<file path="src/rtl/tcc_pkg.sv">
package tcc_pkg;

  typedef enum logic [1:0] {
    MODE_CAP  = 2'b00,
    MODE_CMP  = 2'b01,
    MODE_PWM  = 2'b10,
    MODE_IDLE = 2'b11
  } tcc_mode_e;

  typedef enum logic [1:0] {
    ACT_NONE   = 2'b00,
    ACT_TOGGLE = 2'b01,
    ACT_CLEAR  = 2'b10,
    ACT_SET    = 2'b11
  } tcc_act_e;

endpackage

</file>
<file path="src/rtl/tcc_in_edge.sv">
module tcc_in_edge #(
  parameter int SYNC_STAGES = 2
) (
  input  logic       clk,
  input  logic       rst_n,
  input  logic       pin_in,
  input  logic [1:0] edge_sel,
  output logic       edge_evt
);

  localparam int SH_W = SYNC_STAGES + 1;

  logic [SH_W-1:0] sh_q, sh_d;
  logic            rise, fall;

  always_comb begin
    sh_d = {sh_q[SH_W-2:0], pin_in};
  end

  always_ff @(posedge clk or negedge rst_n) begin
    if (!rst_n) sh_q <= '0;
    else        sh_q <= sh_d;
  end

  assign rise     = sh_q[SH_W-2] & ~sh_q[SH_W-1];
  assign fall     = ~sh_q[SH_W-2] & sh_q[SH_W-1];
  assign edge_evt = (edge_sel[0] & rise) | (edge_sel[1] & fall);


  rise_single_chk: assert property (@(posedge clk) disable iff (!rst_n)
    rise |=> !rise);

endmodule

</file>
<file path="src/rtl/tcc_duty_buf.sv">
module tcc_duty_buf #(
  parameter int CNT_W = 16
) (
  input  logic             clk,
  input  logic             rst_n,
  input  logic             pwm_on,
  input  logic             cnt_tc,
  input  logic [CNT_W-1:0] val_q,
  output logic [CNT_W-1:0] duty_q
);

  logic [CNT_W-1:0] duty_d;
  logic             load_en;

  assign load_en = !pwm_on || cnt_tc;

  always_comb begin
    duty_d = duty_q;
    if (load_en) duty_d = val_q;
  end

  always_ff @(posedge clk or negedge rst_n) begin
    if (!rst_n) duty_q <= '0;
    else        duty_q <= duty_d;
  end


  duty_hold_chk: assert property (@(posedge clk) disable iff (!rst_n)
    (pwm_on && !cnt_tc) |=> $stable(duty_q));

endmodule

</file>
<file path="src/rtl/tcc_out_ctl.sv">
module tcc_out_ctl
  import tcc_pkg::*;
#(
  parameter int CNT_W = 16
) (
  input  logic             clk,
  input  logic             rst_n,
  input  tcc_mode_e        mode,
  input  logic [1:0]       sel,
  input  logic             center,
  input  logic             low_true,
  input  logic [CNT_W-1:0] cnt_val,
  input  logic             cnt_down,
  input  logic [CNT_W-1:0] val_q,
  input  logic [CNT_W-1:0] duty_q,
  output logic             pin_q,
  output logic             pin_oe,
  output logic             match
);

  logic     pin_d;
  logic     cmp_hit, duty_hit;
  logic     lvl_up, lvl_dn, pwm_lvl;
  tcc_act_e act;

  assign act      = tcc_act_e'(sel);
  assign cmp_hit  = (cnt_val == val_q);
  assign duty_hit = (cnt_val == duty_q);
  assign lvl_up   = (cnt_val < duty_q);
  assign lvl_dn   = (cnt_val <= duty_q);

  always_comb begin
    if (center && cnt_down) pwm_lvl = lvl_dn;
    else                    pwm_lvl = lvl_up;
  end

  always_comb begin
    pin_d = pin_q;
    case (mode)
      MODE_CMP: begin
        if (cmp_hit) begin
          case (act)
            ACT_TOGGLE: pin_d = ~pin_q;
            ACT_CLEAR:  pin_d = 1'b0;
            ACT_SET:    pin_d = 1'b1;
            default:    pin_d = pin_q;
          endcase
        end
      end
      MODE_PWM: pin_d = pwm_lvl ^ low_true;
      default:  pin_d = pin_q;
    endcase
  end

  always_ff @(posedge clk or negedge rst_n) begin
    if (!rst_n) pin_q <= 1'b0;
    else        pin_q <= pin_d;
  end

  always_comb begin
    pin_oe = 1'b0;
    match  = 1'b0;
    case (mode)
      MODE_CMP: begin
        pin_oe = (act != ACT_NONE);
        match  = cmp_hit;
      end
      MODE_PWM: begin
        pin_oe = 1'b1;
        match  = duty_hit;
      end
      default: begin
        pin_oe = 1'b0;
        match  = 1'b0;
      end
    endcase
  end


  cmp_set_chk: assert property (@(posedge clk) disable iff (!rst_n)
    (mode == MODE_CMP && act == ACT_SET && cnt_val == val_q) |=> pin_q);


  cmp_clear_chk: assert property (@(posedge clk) disable iff (!rst_n)
    (mode == MODE_CMP && act == ACT_CLEAR && cnt_val == val_q) |=> !pin_q);


  cap_no_drive_chk: assert property (@(posedge clk) disable iff (!rst_n)
    (mode == MODE_CAP) |-> !pin_oe);


  idle_hold_chk: assert property (@(posedge clk) disable iff (!rst_n)
    (mode == MODE_IDLE) |=> $stable(pin_q));

endmodule

</file>
<file path="src/rtl/tcc_channel.sv">
module tcc_channel
  import tcc_pkg::*;
#(
  parameter int CNT_W       = 16,
  parameter int SYNC_STAGES = 2
) (
  input  logic             clk,
  input  logic             rst_n,
  input  logic [CNT_W-1:0] cnt_val,
  input  logic             cnt_down,
  input  logic             cnt_tc,
  input  logic [1:0]       cfg_mode,
  input  logic [1:0]       cfg_sel,
  input  logic             cfg_center,
  input  logic             cfg_low_true,
  input  logic             irq_en,
  input  logic             val_wr,
  input  logic [CNT_W-1:0] val_wdata,
  input  logic             flag_clr,
  input  logic             pin_in,
  output logic             pin_out,
  output logic             pin_oe,
  output logic [CNT_W-1:0] chan_val,
  output logic             chan_flag,
  output logic             chan_irq
);

  tcc_mode_e        mode;
  logic [CNT_W-1:0] val_q, val_d;
  logic [CNT_W-1:0] duty_q;
  logic             edge_evt, cap_evt, match, set_evt;
  logic             flag_q, flag_d;
  logic             pwm_on;

  assign mode   = tcc_mode_e'(cfg_mode);
  assign pwm_on = (mode == MODE_PWM);

  tcc_in_edge #(
    .SYNC_STAGES(SYNC_STAGES)
  ) i_in_edge (
    .clk      (clk),
    .rst_n    (rst_n),
    .pin_in   (pin_in),
    .edge_sel (cfg_sel),
    .edge_evt (edge_evt)
  );

  tcc_duty_buf #(
    .CNT_W(CNT_W)
  ) i_duty_buf (
    .clk    (clk),
    .rst_n  (rst_n),
    .pwm_on (pwm_on),
    .cnt_tc (cnt_tc),
    .val_q  (val_q),
    .duty_q (duty_q)
  );

  tcc_out_ctl #(
    .CNT_W(CNT_W)
  ) i_out_ctl (
    .clk      (clk),
    .rst_n    (rst_n),
    .mode     (mode),
    .sel      (cfg_sel),
    .center   (cfg_center),
    .low_true (cfg_low_true),
    .cnt_val  (cnt_val),
    .cnt_down (cnt_down),
    .val_q    (val_q),
    .duty_q   (duty_q),
    .pin_q    (pin_out),
    .pin_oe   (pin_oe),
    .match    (match)
  );

  assign cap_evt = (mode == MODE_CAP) && edge_evt;
  assign set_evt = cap_evt || match;

  always_comb begin
    val_d = val_q;
    if (cap_evt)     val_d = cnt_val;
    else if (val_wr) val_d = val_wdata;
  end

  always_comb begin
    flag_d = flag_q;
    if (flag_clr) flag_d = 1'b0;
    if (set_evt)  flag_d = 1'b1;
  end

  always_ff @(posedge clk or negedge rst_n) begin
    if (!rst_n) begin
      val_q  <= '0;
      flag_q <= 1'b0;
    end else begin
      val_q  <= val_d;
      flag_q <= flag_d;
    end
  end

  assign chan_val  = val_q;
  assign chan_flag = flag_q;
  assign chan_irq  = flag_q & irq_en;


  flag_set_chk: assert property (@(posedge clk) disable iff (!rst_n)
    set_evt |=> chan_flag);


  flag_clr_chk: assert property (@(posedge clk) disable iff (!rst_n)
    (flag_clr && !set_evt) |=> !chan_flag);


  cap_store_chk: assert property (@(posedge clk) disable iff (!rst_n)
    cap_evt |=> (chan_val == $past(cnt_val)));


  irq_gate_chk: assert property (@(posedge clk) disable iff (!rst_n)
    !chan_flag |-> !chan_irq);

endmodule

</file>
<file path="config.mk">
export PLATFORM = sky130hd
export DESIGN_NAME = tcc_channel
export DESIGN_NICKNAME = d
export VERILOG_FILES = /design/src/rtl/tcc_pkg.sv /design/src/rtl/tcc_in_edge.sv /design/src/rtl/tcc_duty_buf.sv /design/src/rtl/tcc_out_ctl.sv /design/src/rtl/tcc_channel.sv
export SDC_FILE = /design/constraint.sdc
export NUM_CORES = 1
export LEC_CHECK = 0
export BUFFER_PORTS_ARGS = -buffer_cell sky130_fd_sc_hd__buf_2
export CAP_MARGIN = 20
export CORE_MARGIN = 4
export CORE_UTILIZATION = 40
export CTS_CLUSTER_DIAMETER = 120
export DETAILED_ROUTE_END_ITERATION = 8
export HOLD_SLACK_MARGIN = 0.02
export PLACE_DENSITY = 0.65
export SETUP_SLACK_MARGIN = 0.2
export SLEW_MARGIN = 20
export SYNTH_ARGS = -nofsm -noshare
export SYNTH_HDL_FRONTEND = slang
export SYNTH_HIERARCHICAL = 1
export SYNTH_SLANG_ARGS = --single-unit
export TNS_END_PERCENT = 100
</file>
<file path="constraint.sdc">
create_clock -name clk -period 1.8 [get_ports clk]
set_input_delay 0.36 -clock clk [delete_from_list [all_inputs] [get_ports clk]]
set_output_delay 0.36 -clock clk [all_outputs]
set_load 0.02 [all_outputs]
</file>
### Yosys cells after proc, flatten, opt, wreduce, memory -nomap -nowiden

Cells that the tools add are included.

* add/subtract/negate cells: 0
* multiply operators: 0
* divide/modulo/power cells: 0
* magnitude comparators: 2
* eq/ne operators: 9
* shift operators: 0
* muxes and demuxes: 10
* bitwise logic cells: 10
* reduce and logical (&&, ||, !) cells: 11

Operator list (count)
* $eq 16x16->1: 2
* $mux 16: 2
* $le 16x16->1: 1
* $lt 16x16->1: 1
* $reduce_bool 2->1: 4
* $eq 2x2->1 const B: 3
* $pmux 1 s2: 3
* $and 1x1->1: 5
* $eq 2x1->1 const B: 2
* $mux 1: 4
* $ne 4x4->1 const B: 1
* $not 1->1: 3
* $pmux 1 s3: 1
* $reduce_and 3->1: 1
* $logic_and 1x1->1: 2
* $logic_not 2->1: 1
* $logic_or 1x1->1: 2
* $ne 2x1->1 const B: 1
* $logic_not 1->1: 1
* $or 1x1->1: 1
* $xor 1x1->1: 1

* register bits after elaboration: 37
* latch bits: 0
* RAM bits: 0
* bits in read-only memories: 0
* output and inout port bits: 20
* memories kept: 0

### Logic depth before layout (Yosys ltp)

Gate-level depths: netlist of run 1.

* depth in word-level cells: 7
* mapped depth: 8

### Cells and area by module

The synthesis of run 1 kept the hierarchy.

By module, submodules not included
* tcc_channel: instances 1, cells each 58, area an instance 895.9 sq um, seq. area each 425.4 sq um
* tcc_out_ctl: instances 1, cells each 101, area an instance 744.5 sq um, seq. area each 25.0 sq um
* tcc_duty_buf: instances 1, cells each 35, area an instance 663.1 sq um, seq. area each 400.4 sq um
* tcc_in_edge: instances 1, cells each 6, area an instance 95.1 sq um, seq. area each 75.1 sq um

### Worst setup path after synthesis of run 1

No wires, ideal clock.

* path type: input port to flip-flop
* from: input port cnt_val[14]
* to: register i_out_ctl.pin_q
* setup time: 127 ps
* arrival: 1772 ps
* data required time: 1673 ps
* path slack: -99 ps
* cell stages on the path: 6
* path buffers: 0
* cells stage by stage: ha_1 > nand4_2 > or3_1 > o41a_1 > a41oi_2 > mux2i_1

* cells in the longest elaborated chain, start to end: 4
* elaborated cells between the ends (all ways): 8
* classes of those cells: 2 x order compare; 2 x eq/ne; 2 x mux; 1 x bitwise; 1 x reduce/logical

Ends and longest elaborated chain
* start, declared: line tcc_channel.sv:9 `input logic [CNT_W-1:0] cnt_val,`
* $lt 16x16->1 or $le 16x16->1 (tied branches): line tcc_out_ctl.sv:29, tcc_out_ctl.sv:30
* $mux 1: line tcc_out_ctl.sv:33 `if (center && cnt_down) pwm_lvl = lvl_dn;`
* $xor 1x1->1: line tcc_out_ctl.sv:50 `MODE_PWM: pin_d = pwm_lvl ^ low_true;`
* $pmux 1 s2: line tcc_out_ctl.sv:39 `case (mode)`
* end signal, assigned: line tcc_out_ctl.sv:57 `else pin_q <= pin_d;`
* end, declared: line tcc_out_ctl.sv:16 `output logic pin_q,`

Several ways; a longest one is shown, not always the timed one.
A chain may end at the register's enable or synchronous reset.

### Final worst setup path of run 1

* from: register i_duty_buf.duty_q[9]
* to: register i_out_ctl.pin_q

* cells in the longest elaborated chain, start to end: 4
* elaborated cells between the ends (all ways): 5
* classes of those cells: 2 x order compare; 2 x mux; 1 x bitwise

Ends and longest elaborated chain
* start, declared: line tcc_duty_buf.sv:9 `output logic [CNT_W-1:0] duty_q`
* start signal, assigned: line tcc_duty_buf.sv:24 `else duty_q <= duty_d;`
* $lt 16x16->1 or $le 16x16->1 (tied branches): line tcc_out_ctl.sv:29, tcc_out_ctl.sv:30
* $mux 1 *: line tcc_out_ctl.sv:33
* $xor 1x1->1 *: line tcc_out_ctl.sv:50
* $pmux 1 s2 *: line tcc_out_ctl.sv:39

Mark *: on every way between the ends. The rest lies on a longest branch, timed or not.

==> flow_summary.ini, run 1 <==
[floorplan]
die_area_sq_mm = 0.00730
fp.dieW_um = 85.4
core_sq_mm = 0.00568
fp.dieH_um = 85.4
ioPinCount = 66
start_util_pct = 42.3
rows = 27

[clock_tree]
cts.sinks = 37
cts.htree.levels = 2
clk_pin_slew_ps = 80
cts_inserted_buffers = 5
clk_latency_ps = 300
root_buffer = clkbuf_8
cts_tree = built
cts.path.max_buffers = 2

[yosys]
syn_avg_cell_area_sq_um = 12.0
synth_top_family_by_area = multiplexers
synthCells = 200
synth-simple-area-share_pct = 8.35
synth.distinct_cells = 34
synth_area_sq_mm = 0.00240
ys_ff_latch = 37
ys.warnings.count = 6
ys_seq_area_share_pct = 38.6
syn_nets = 264
synth_edf_count = 0
synthArstFlopShare_pct = 100
synth_xor_area_share_pct = 5.84
synth_compound_area_share_pct = 5.58
synthAdderAreaFrac_pct = 9.39
muxShareOfSynthArea_pct = 25.9
synth-main-ff-cell = dfrtp_1

[cells_and_area]
final_common_cell = buf_2
final_nets = 365
syn_to_final_growth_pct = 39.0
mostFrequentLayoutCells = buf_2, dfrtp_1, buf_4, mux2_4, mux2_2
n_antenna_cell = 0
drive_above_1_share_pct = 59.3
final_cell_area_sq_mm = 0.00333
regArea_sq_um = 926
num-fill-cells = 481
multi_input_area_sq_mm = 0.00149

[power]
peakVddDrop_mv = 0.433
p_leak_uw = 0.00167
pwr_density_cell_mw_per_mm2 = 836

[detailed_routing]
dr.first_iter.drc_count = 48
drc = 0
via_count = 1870
wl_um = 5890
wire_per_inst_um = 15.7
ant_nets = 0
drtPass1Iterations = 4
viasPerCell = 5.00

[worst_setup_path]
worstSetupPathType = reg2reg
cpMaxStageDelayCell = o41a_1
cp.arrival_ps = 2150
end_kind = flip-flop
critical_path.top_delay_family = compound AO/OA/AOI/OAI gates
cp_num_buf_inv = 1
crit_required_ps = 1980
critPathMaxStageDelay_ps = 420
r2r_slack_ps = -170
crit_chain = inv_1 -> ha_4 -> nand2_1 -> or3_4 -> o41a_1 -> a41oi_2 -> mux2i_1
worst-path-max-fanout = 2
worstSetupStartpointType = flip-flop

[placed_design]
place_area_sq_mm = 0.00298
dp_slack_ps = -313
gp_congestion = 0.806
post-dp-hpwl_um = 4360
port_buffers = 65

[global_route]
antenna_found_initial = 0
grt_pass1_vias = 1975
grt_pass1_wl_um = 9560
grt.total_usage_pct = 16.5
grt_max_degree = 17
grt_overflow = 0

[sta]
setup_violations = 1
maxSlewViolCount = 0
clock_skew_ps = 4.01
hold_viol_final = 0
finalCriticalPeriod_ps = 1970
whs_ps = 170
rsz0062_at_grt = yes
finalWorstSetupSlack_ps = -172
tightest_slew_ps = 430
min_period_over_period_pct = 110
relSlewSlack_pct = 71.4
fmax_mhz = 507

[worst_hold_path]
min_path_type = in2reg

[outcome]
status = finished, violations left
violations = negative setup slack

[flow_run]
cap_viol_max_count = 0
-- state kept, by name, indices dropped and copies added, names as in the netlist --
name	cells
chan_flag	1
chan_val	16
i_duty_buf/duty_q	16
i_in_edge/sh_q	3
i_out_ctl/pin_q	1
-- area by class of cell --
cell class | instances | area share (%)
Multi-Input combinational cell | 136 | 44.6
Inverter | 21 | 2.36
Clock buffer | 5 | 2.06
Sequential cell | 37 | 27.8
Timing Repair Buffer | 100 | 18.5
Clock inverter | 3 | 1.95
Tap cell | 72 | 2.70
-- worst reg2reg max path: stages (launching register included) --
cell and delay [ps]:
dfrtp_1 360, inv_1 70, ha_4 270, nand2_1 120, or3_4 420, o41a_1 420
a41oi_2 130, mux2i_1 90
-- layer usage --
metal	global-route usage, %	up-vias	part of all wire [%]
li1	-	902	-
met1	21.6	901	45
met2	27.4	58	47
met3	3.50	9	6.0
met4	4.89	0	2.0
met5	0	-	0
-- Yosys cell counts, drive strengths merged (2+ instances only) --
cell type  instances  area share, %
nand4              6            1.8
nand2b             3            1.1
buf                6            3.0
mux2              48             26
nand3b             2           0.63
or3                2           0.52
nand2              7            1.1
inv               21            3.3
dfrtp             37             39
o21ai              4           0.99
xnor2             16            5.8
a211oi             2           0.63
nor3               3           0.63
a21oi              7            1.5
nor4               2           0.52
nor2               5           0.78
ha                18            9.4
-- worst paths after layout --
path | start | endpoint | depth (start not counted)
setup / recovery | i_duty_buf/duty_q[9]$_DFFE_PN0P_ | i_out_ctl/pin_q$_DFFE_PN0P_ | 7
hold / removal | pin_in | i_in_edge/sh_q[0]$_DFF_PN0_ | 1
setup reg to reg | i_duty_buf/duty_q[9]$_DFFE_PN0P_ | i_out_ctl/pin_q$_DFFE_PN0P_ | 7
hold reg to reg | i_in_edge/sh_q[0]$_DFF_PN0_ | i_in_edge/sh_q[1]$_DFF_PN0_ | 0
max in group asynchronous | rst_n | i_duty_buf/duty_q[13]$_DFFE_PN0P_ | 3
min in group asynchronous | rst_n | i_duty_buf/duty_q[5]$_DFFE_PN0P_ | 2
-- cells by family after synthesis --
kind of cell | after synthesis
mux | 49
flops | 37
simple gates | 34
buf+inv | 27
compound gates | 19
fa+ha+maj | 18
xor+xnor | 16
-- per-stage QoR --
stage          total power [uW]  TNS [ps]  utilization, %  instances
2_1_floorplan              1500     -76.9               -        200
3_3_place_gp               1810      -257            52.5        363
3_5_place_dp               1820      -313            52.5        363
4_1_cts                    2760      -179            57.2        374
5_1_grt                    2950      -343            58.8        374
6_report                   2790      -172            58.8        374
-- what timing repair did --
action / CTS / global route
hold buffers: 1 / 0
buffers inserted: 2 / 0
pin swaps: 8 / 5
gates resized for setup: 16 / 19
endpoints found under the setup margin: 9 / 19
hold endpoints to repair: 11 / 0
-- where the power goes --
part           internal (uW)  switching [uW]
sequential               938            75.5
clock                    551             323
combinational            480             419
total                   1970             818
Power figures use the tool's default switching activity.
==> inputs of run 2 (changes only) <==
Settings changed: CAP_MARGIN 20 to not set, CELL_PAD_IN_SITES_DETAIL_PLACEMENT set to 0, CELL_PAD_IN_SITES_GLOBAL_PLACEMENT set to 1, CORE_UTILIZATION 40 to 37, PLACE_DENSITY 0.65 to 0.75.
==> run 2 against run 1 <==
The flow still finishes with violations (negative setup slack). Critical path type unchanged. Fmax fell by 0.92%. Global-route usage decreased by 1.5 points. Non-clock buffer count is 3 lower. Worst setup slack worse by 18 ps. Largest cell class unchanged. Worst hold slack got worse by 45 ps. Count of clock-buffer cells in the layout grew 3.
==> flow_summary.ini, run 2 (same netlist as run 1, synthesis figures left out) <==
[outcome]
status = finished, violations left
violations = negative setup slack

[power]
pwr_density_cell_mw_per_mm2 = 758
peakVddDrop_mv = 0.349
p_switching_uw = 802
pwr-share-comb_pct = 37.0
p_leak_uw = 0.00165
intPower_uw = 1720
clkPwrFrac_pct = 22.5
netSwitchingFraction_pct = 31.8
seqPwrFrac_pct = 40.5

[flow_run]
cap_viol_max_count = 0

[clock_tree]
cts.path.max_buffers = 2
cts.sinks = 37
ctsHoldBuffers = 0
clk_latency_ps = 280
clk_pin_slew_ps = 80
root_buffer = clkbuf_8
cts_inserted_buffers = 5
cts_tree = built
cts.htree.levels = 2

[cells_and_area]
final_cell_area_sq_mm = 0.00332
syn_to_final_growth_pct = 38.5
stdcell_count = 376
multi_input_area_sq_mm = 0.00155
num-fill-cells = 584
regArea_sq_um = 926
drive_above_1_share_pct = 60.5
mostFrequentLayoutCells = buf_2, dfrtp_1, buf_4, mux2_4, mux2_2
final_common_cell = buf_2
final_nets = 362
n_antenna_cell = 0

[sta]
tightest_slew_ps = 499
hold_viol_final = 0
relSlewSlack_pct = 66.7
setup_tns_ps = -191
finalWorstSetupSlack_ps = -191
setup_violations = 1
clock_skew_ps = 5.98
min_period_over_period_pct = 111
fmax_mhz = 502
finalCriticalPeriod_ps = 1990
maxSlewViolCount = 0
rsz0062_at_grt = yes

[detailed_routing]
viasPerCell = 4.84
drc = 0
ant_nets = 0
wire_per_inst_um = 15.7
dr.first_iter.drc_count = 57
via_count = 1820
wl_um = 5910
drtPass1Iterations = 4

[worst_setup_path]
worst-path-max-fanout = 3
worstSetupStartpointType = flip-flop
r2r_slack_ps = -190
cpMaxStageDelayCell = dfrtp_1
critPathMaxStageDelay_ps = 370
crit_required_ps = 1970
rr_startpoint = i_duty_buf/duty_q[6]$_DFFE_PN0P_
reg2reg_depth = 9
cp.arrival_ps = 2160
worstSetupPathType = reg2reg
crit_chain = inv_2 -> ha_4 -> nand4_1 -> a211oi_2 -> a2111oi_2 -> buf_4 -> o41a_1 -> a41oi_2 -> mux2i_1
r2r_end = i_out_ctl/pin_q$_DFFE_PN0P_
end_kind = flip-flop

[global_route]
antenna_found_initial = 0
grt_busiest_layer = met2
grt.met2_usage_pct = 26.2
use_met1_pct = 19.3
grt_pass1_vias = 1872
grt_overflow = 0
grt.total_usage_pct = 15.0
grt_pass1_wl_um = 8960
grt_util_met3_pct = 2.89
grt_max_degree = 38

[placed_design]
post-dp-hpwl_um = 4360
dp_slack_ps = -331
gp_congestion = 0.766
port_buffers = 65
place_area_sq_mm = 0.00297
dp_cells = 366

[floorplan]
rows = 29
ioPinCount = 66
core_sq_mm = 0.00631
fp.dieW_um = 88.5
start_util_pct = 38.0
die_area_sq_mm = 0.00783
fp.dieH_um = 88.5

[worst_hold_path]
min_path_type = in2async
run 2: cell type report:
type	count	area share (%)
Multi-Input combinational cell	136	46.5
Clock buffer	8	2.41
Tap cell	77	2.90
Inverter	21	2.37
Timing Repair Buffer	97	18.0
Sequential cell	37	27.9
run 2: repair_timing:
action,CTS,global route
setup endpoints to repair,4,18
cloned,0,0
pin swaps,6,9
buffers inserted,0,2
gates resized for setup,10,34
run 2: how the worst max path moves through the flow:
| stage | start | to | slack [ps] |
|---|---|---|---|
| after global placement | cnt_val[3] | i_out_ctl/pin_q$_DFFE_PN0P_ | -240 |
| after global routing | i_duty_buf/duty_q[6]$_DFFE_PN0P_ | i_out_ctl/pin_q$_DFFE_PN0P_ | -280 |
| after CTS | i_duty_buf/duty_q[6]$_DFFE_PN0P_ | i_out_ctl/pin_q$_DFFE_PN0P_ | -200 |
| after detailed placement | cnt_val[3] | i_out_ctl/pin_q$_DFFE_PN0P_ | -330 |
| after floorplan | cnt_val[14] | i_out_ctl/pin_q$_DFFE_PN0P_ | -80 |
| final | i_duty_buf/duty_q[6]$_DFFE_PN0P_ | i_out_ctl/pin_q$_DFFE_PN0P_ | -190 |
run 2: critical path: cells and delay by family, from the launching register on:
| family | cells | cell delay (ps) |
|---|---|---|
| buffers and inverters | 2 | 210 |
| AO/OA/AOI/OAI | 4 | 740 |
| multiplexers | 1 | 90 |
| flip-flops | 1 | 370 |
| adder cells (fa/ha/maj) | 1 | 260 |
| AND/OR/NAND/NOR | 1 | 200 |
run 2: through the flow:
step | utilization (%) | hold WS [ps] | power (uW)
4_1_cts | 49.3 | 138 | 2430
3_5_place_dp | 47.1 | 339 | 1820
6_report | 52.6 | 124 | 2520
2_1_floorplan | - | 64.4 | 1500
3_3_place_gp | 47.1 | 335 | 1810
5_1_grt | 52.6 | 164 | 2680
run 2: power groups by stage:
stage	clock [uW]	sequential, uW	combinational, uW
after detailed placement	0	1030	797
final	568	1020	931
after global routing	629	1040	1020
after floorplan	0	1090	412
after global placement	0	1020	787
after CTS	584	1010	831
run 2: routing by layer:
layer	share of wire, %	up-vias
met5	0	-
met4	1.6	0
met3	4.7	8
met2	49	44
met1	45	863
li1	-	905
==> inputs of run 3 (changes only) <==
Settings changed: ABC_AREA set to 1, CORE_UTILIZATION 37 to 34.
==> run 3 against run 2 <==
The run now ends clean. Worst hold slack worse by 19 ps. Clock power down 1%. Core utilization decreased by 9.7 points. Combinational power fell by 15%. Global-route usage up 1.3 points. Final cell count rose by 43%.
==> flow_summary.ini, run 3 <==
[floorplan]
die_area_sq_mm = 0.00932
start_util_pct = 34.7
core_sq_mm = 0.00769
fp.dieH_um = 96.5
rows = 32
ioPinCount = 66
fp.dieW_um = 96.5

[worst_setup_path]
worst-path-max-fanout = 2
reg2reg_depth = 10
r2r_slack_ps = 250
worstSetupPathType = reg2reg
worstSetupStartpointType = flip-flop
cp-endpoint = i_out_ctl/pin_q$_DFFE_PN0P_
end_kind = flip-flop
startpoint = i_duty_buf/duty_q[13]$_DFFE_PN0P_
crit_required_ps = 2030
r2r_end = i_out_ctl/pin_q$_DFFE_PN0P_
rr_startpoint = i_duty_buf/duty_q[13]$_DFFE_PN0P_
cp.arrival_ps = 1780

[yosys]
synth_most_common_cell = nand2_1
synthArstFlopShare_pct = 100
syn_nets = 429
synth_area_sq_mm = 0.00267
synth.distinct_cells = 26
synth_edf_count = 0
yosysTopAreaCellShare_pct = 34.7
synthCells = 365
syn_avg_cell_area_sq_um = 7.30
ys.warnings.count = 6
ys_seq_area_share_pct = 34.7
synthTopCellsByCount = nand2_1, nand3_1, inv_1
synth_area_leaders = dfrtp_1, nand2_1, nand3_1
synth_top_area_cell = dfrtp_1
synth-main-ff-cell = dfrtp_1
ys_ff_latch = 37

[detailed_routing]
viasPerCell = 4.61
drc = 0
wl_um = 7380
drtPass1Iterations = 4
via_count = 2482
ant_nets = 0
dr.first_iter.drc_count = 92
wire_per_inst_um = 13.7

[global_route]
grt.total_usage_pct = 16.4
grt_overflow = 0
grt_max_degree = 38
grt_pass1_wl_um = 11600
antenna_found_initial = 0
grt_pass1_vias = 2370

[placed_design]
post-dp-hpwl_um = 5190
gp_congestion = 0.787
dp_cells = 525
place_area_sq_mm = 0.00304
port_buffers = 65

[clock_tree]
root_buffer = clkbuf_8
ctsHoldBuffers = 0
cts.htree.levels = 2
clk_pin_slew_ps = 80
cts_inserted_buffers = 5
clk_latency_ps = 290
cts.sinks = 37
cts.path.max_buffers = 2
cts_tree = built

[sta]
hold_viol_final = 0
tightest_slew_ps = 502
finalCriticalPeriod_ps = 1550
clock_skew_ps = 3.86
relSlewSlack_pct = 66.5
maxSlewViolCount = 0
rsz0062_at_grt = yes
setup_tns_ps = 0
setup_violations = 0
fmax_mhz = 644
whs_ps = 105
min_period_over_period_pct = 86.3

[power]
pwr_density_cell_mw_per_mm2 = 721
peakVddDrop_mv = 0.289
p_leak_uw = 0.00189

[cells_and_area]
fin_util_pct = 43.0
final_nets = 501
mostFrequentLayoutCells = nand2_1, buf_2, nand3_1, inv_1, dfrtp_1
syn_to_final_growth_pct = 23.9
stdcell_count = 538
final_cell_area_sq_mm = 0.00330
drive_above_1_share_pct = 29.8
n_antenna_cell = 0
final_common_cell = nand2_1

[outcome]
status = finished, final reports clean

[flow_run]
cap_viol_max_count = 0

[worst_hold_path]
min_path_type = in2async
[run 3: stage by stage]
step	setup slack [ps]	power [uW]
after global placement	127	1720
after detailed placement	99.5	1730
after CTS	220	2300
final	247	2380
after floorplan	390	1490
after global routing	150	2550
[run 3: report_power, final]
part	internal, uW	leakage, uW	switching (uW)
Combinational	328	0.00141	467
Sequential	930	0.000445	94.9
Clock	255	0.0000399	304
Total	1510	0.00189	867
[run 3: worst min path at each step]
| stage | startpoint | to | slack, ps | cells past startpoint |
|---|---|---|---|---|
| after global routing | rst_n | i_in_edge/sh_q[1]$_DFF_PN0_ | 150 | 2 |
| after detailed placement | i_in_edge/sh_q[0]$_DFF_PN0_ | i_in_edge/sh_q[1]$_DFF_PN0_ | 340 | 0 |
| after CTS | rst_n | i_in_edge/sh_q[1]$_DFF_PN0_ | 140 | 2 |
| after floorplan | rst_n | chan_flag$_DFFE_PN0P_ | 60 | 0 |
| after global placement | i_in_edge/sh_q[0]$_DFF_PN0_ | i_in_edge/sh_q[1]$_DFF_PN0_ | 330 | 0 |
| final | rst_n | chan_val[2]$_DFFE_PN0P_ | 110 | 2 |
[run 3: layer usage]
| layer | up-vias | wire [um] | global-route usage, % |
|---|---|---|---|
| met4 | 0 | 73 | 4.21 |
| met3 | 6 | 271 | 2.87 |
| met2 | 43 | 3600 | 27.3 |
| met5 | - | 0 | 0 |
| met1 | 1160 | 3430 | 21.9 |
| li1 | 1273 | - | - |
[run 3: logic make-up (layout without fill, tap and decap cells)]
kind of cell / count (synthesis) / count (layout) / synth area share [%]
AOI/OAI and AO/OA: 16 / 16 / 3.29
xor gates and xnor gates: 15 / 15 / 4.93
adders and majority gates: 18 / 18 / 8.45
buffers and inverters: 69 / 140 / 13.1
DFF: 37 / 37 / 34.7
and+or+nand+nor: 210 / 210 / 35.5
[run 3: final cells by class]
cell class	instances	area (sq um)
Timing Repair Buffer	78	438
Clock buffer	5	68.8
Inverter	56	213
Tap cell	102	128
Clock inverter	1	5.00
Multi-Input combinational cell	259	1520
Sequential cell	37	927
Fill cell	843	4390
[run 3: repair_timing]
action,CTS,global route
resized for setup,0,28
buffers inserted,0,7
endpoints found under the setup margin,0,3
[run 3: critical path, stage by stage, from the launching register on]
cell	delay [ps]
dfrtp_1	370
inv_2	60
ha_4	270
nand2_2	60
nor2_4	120
nand2_2	80
nor2_4	150
nand4_4	110
nand3_2	90
nand3_2	80
a21oi_2	110
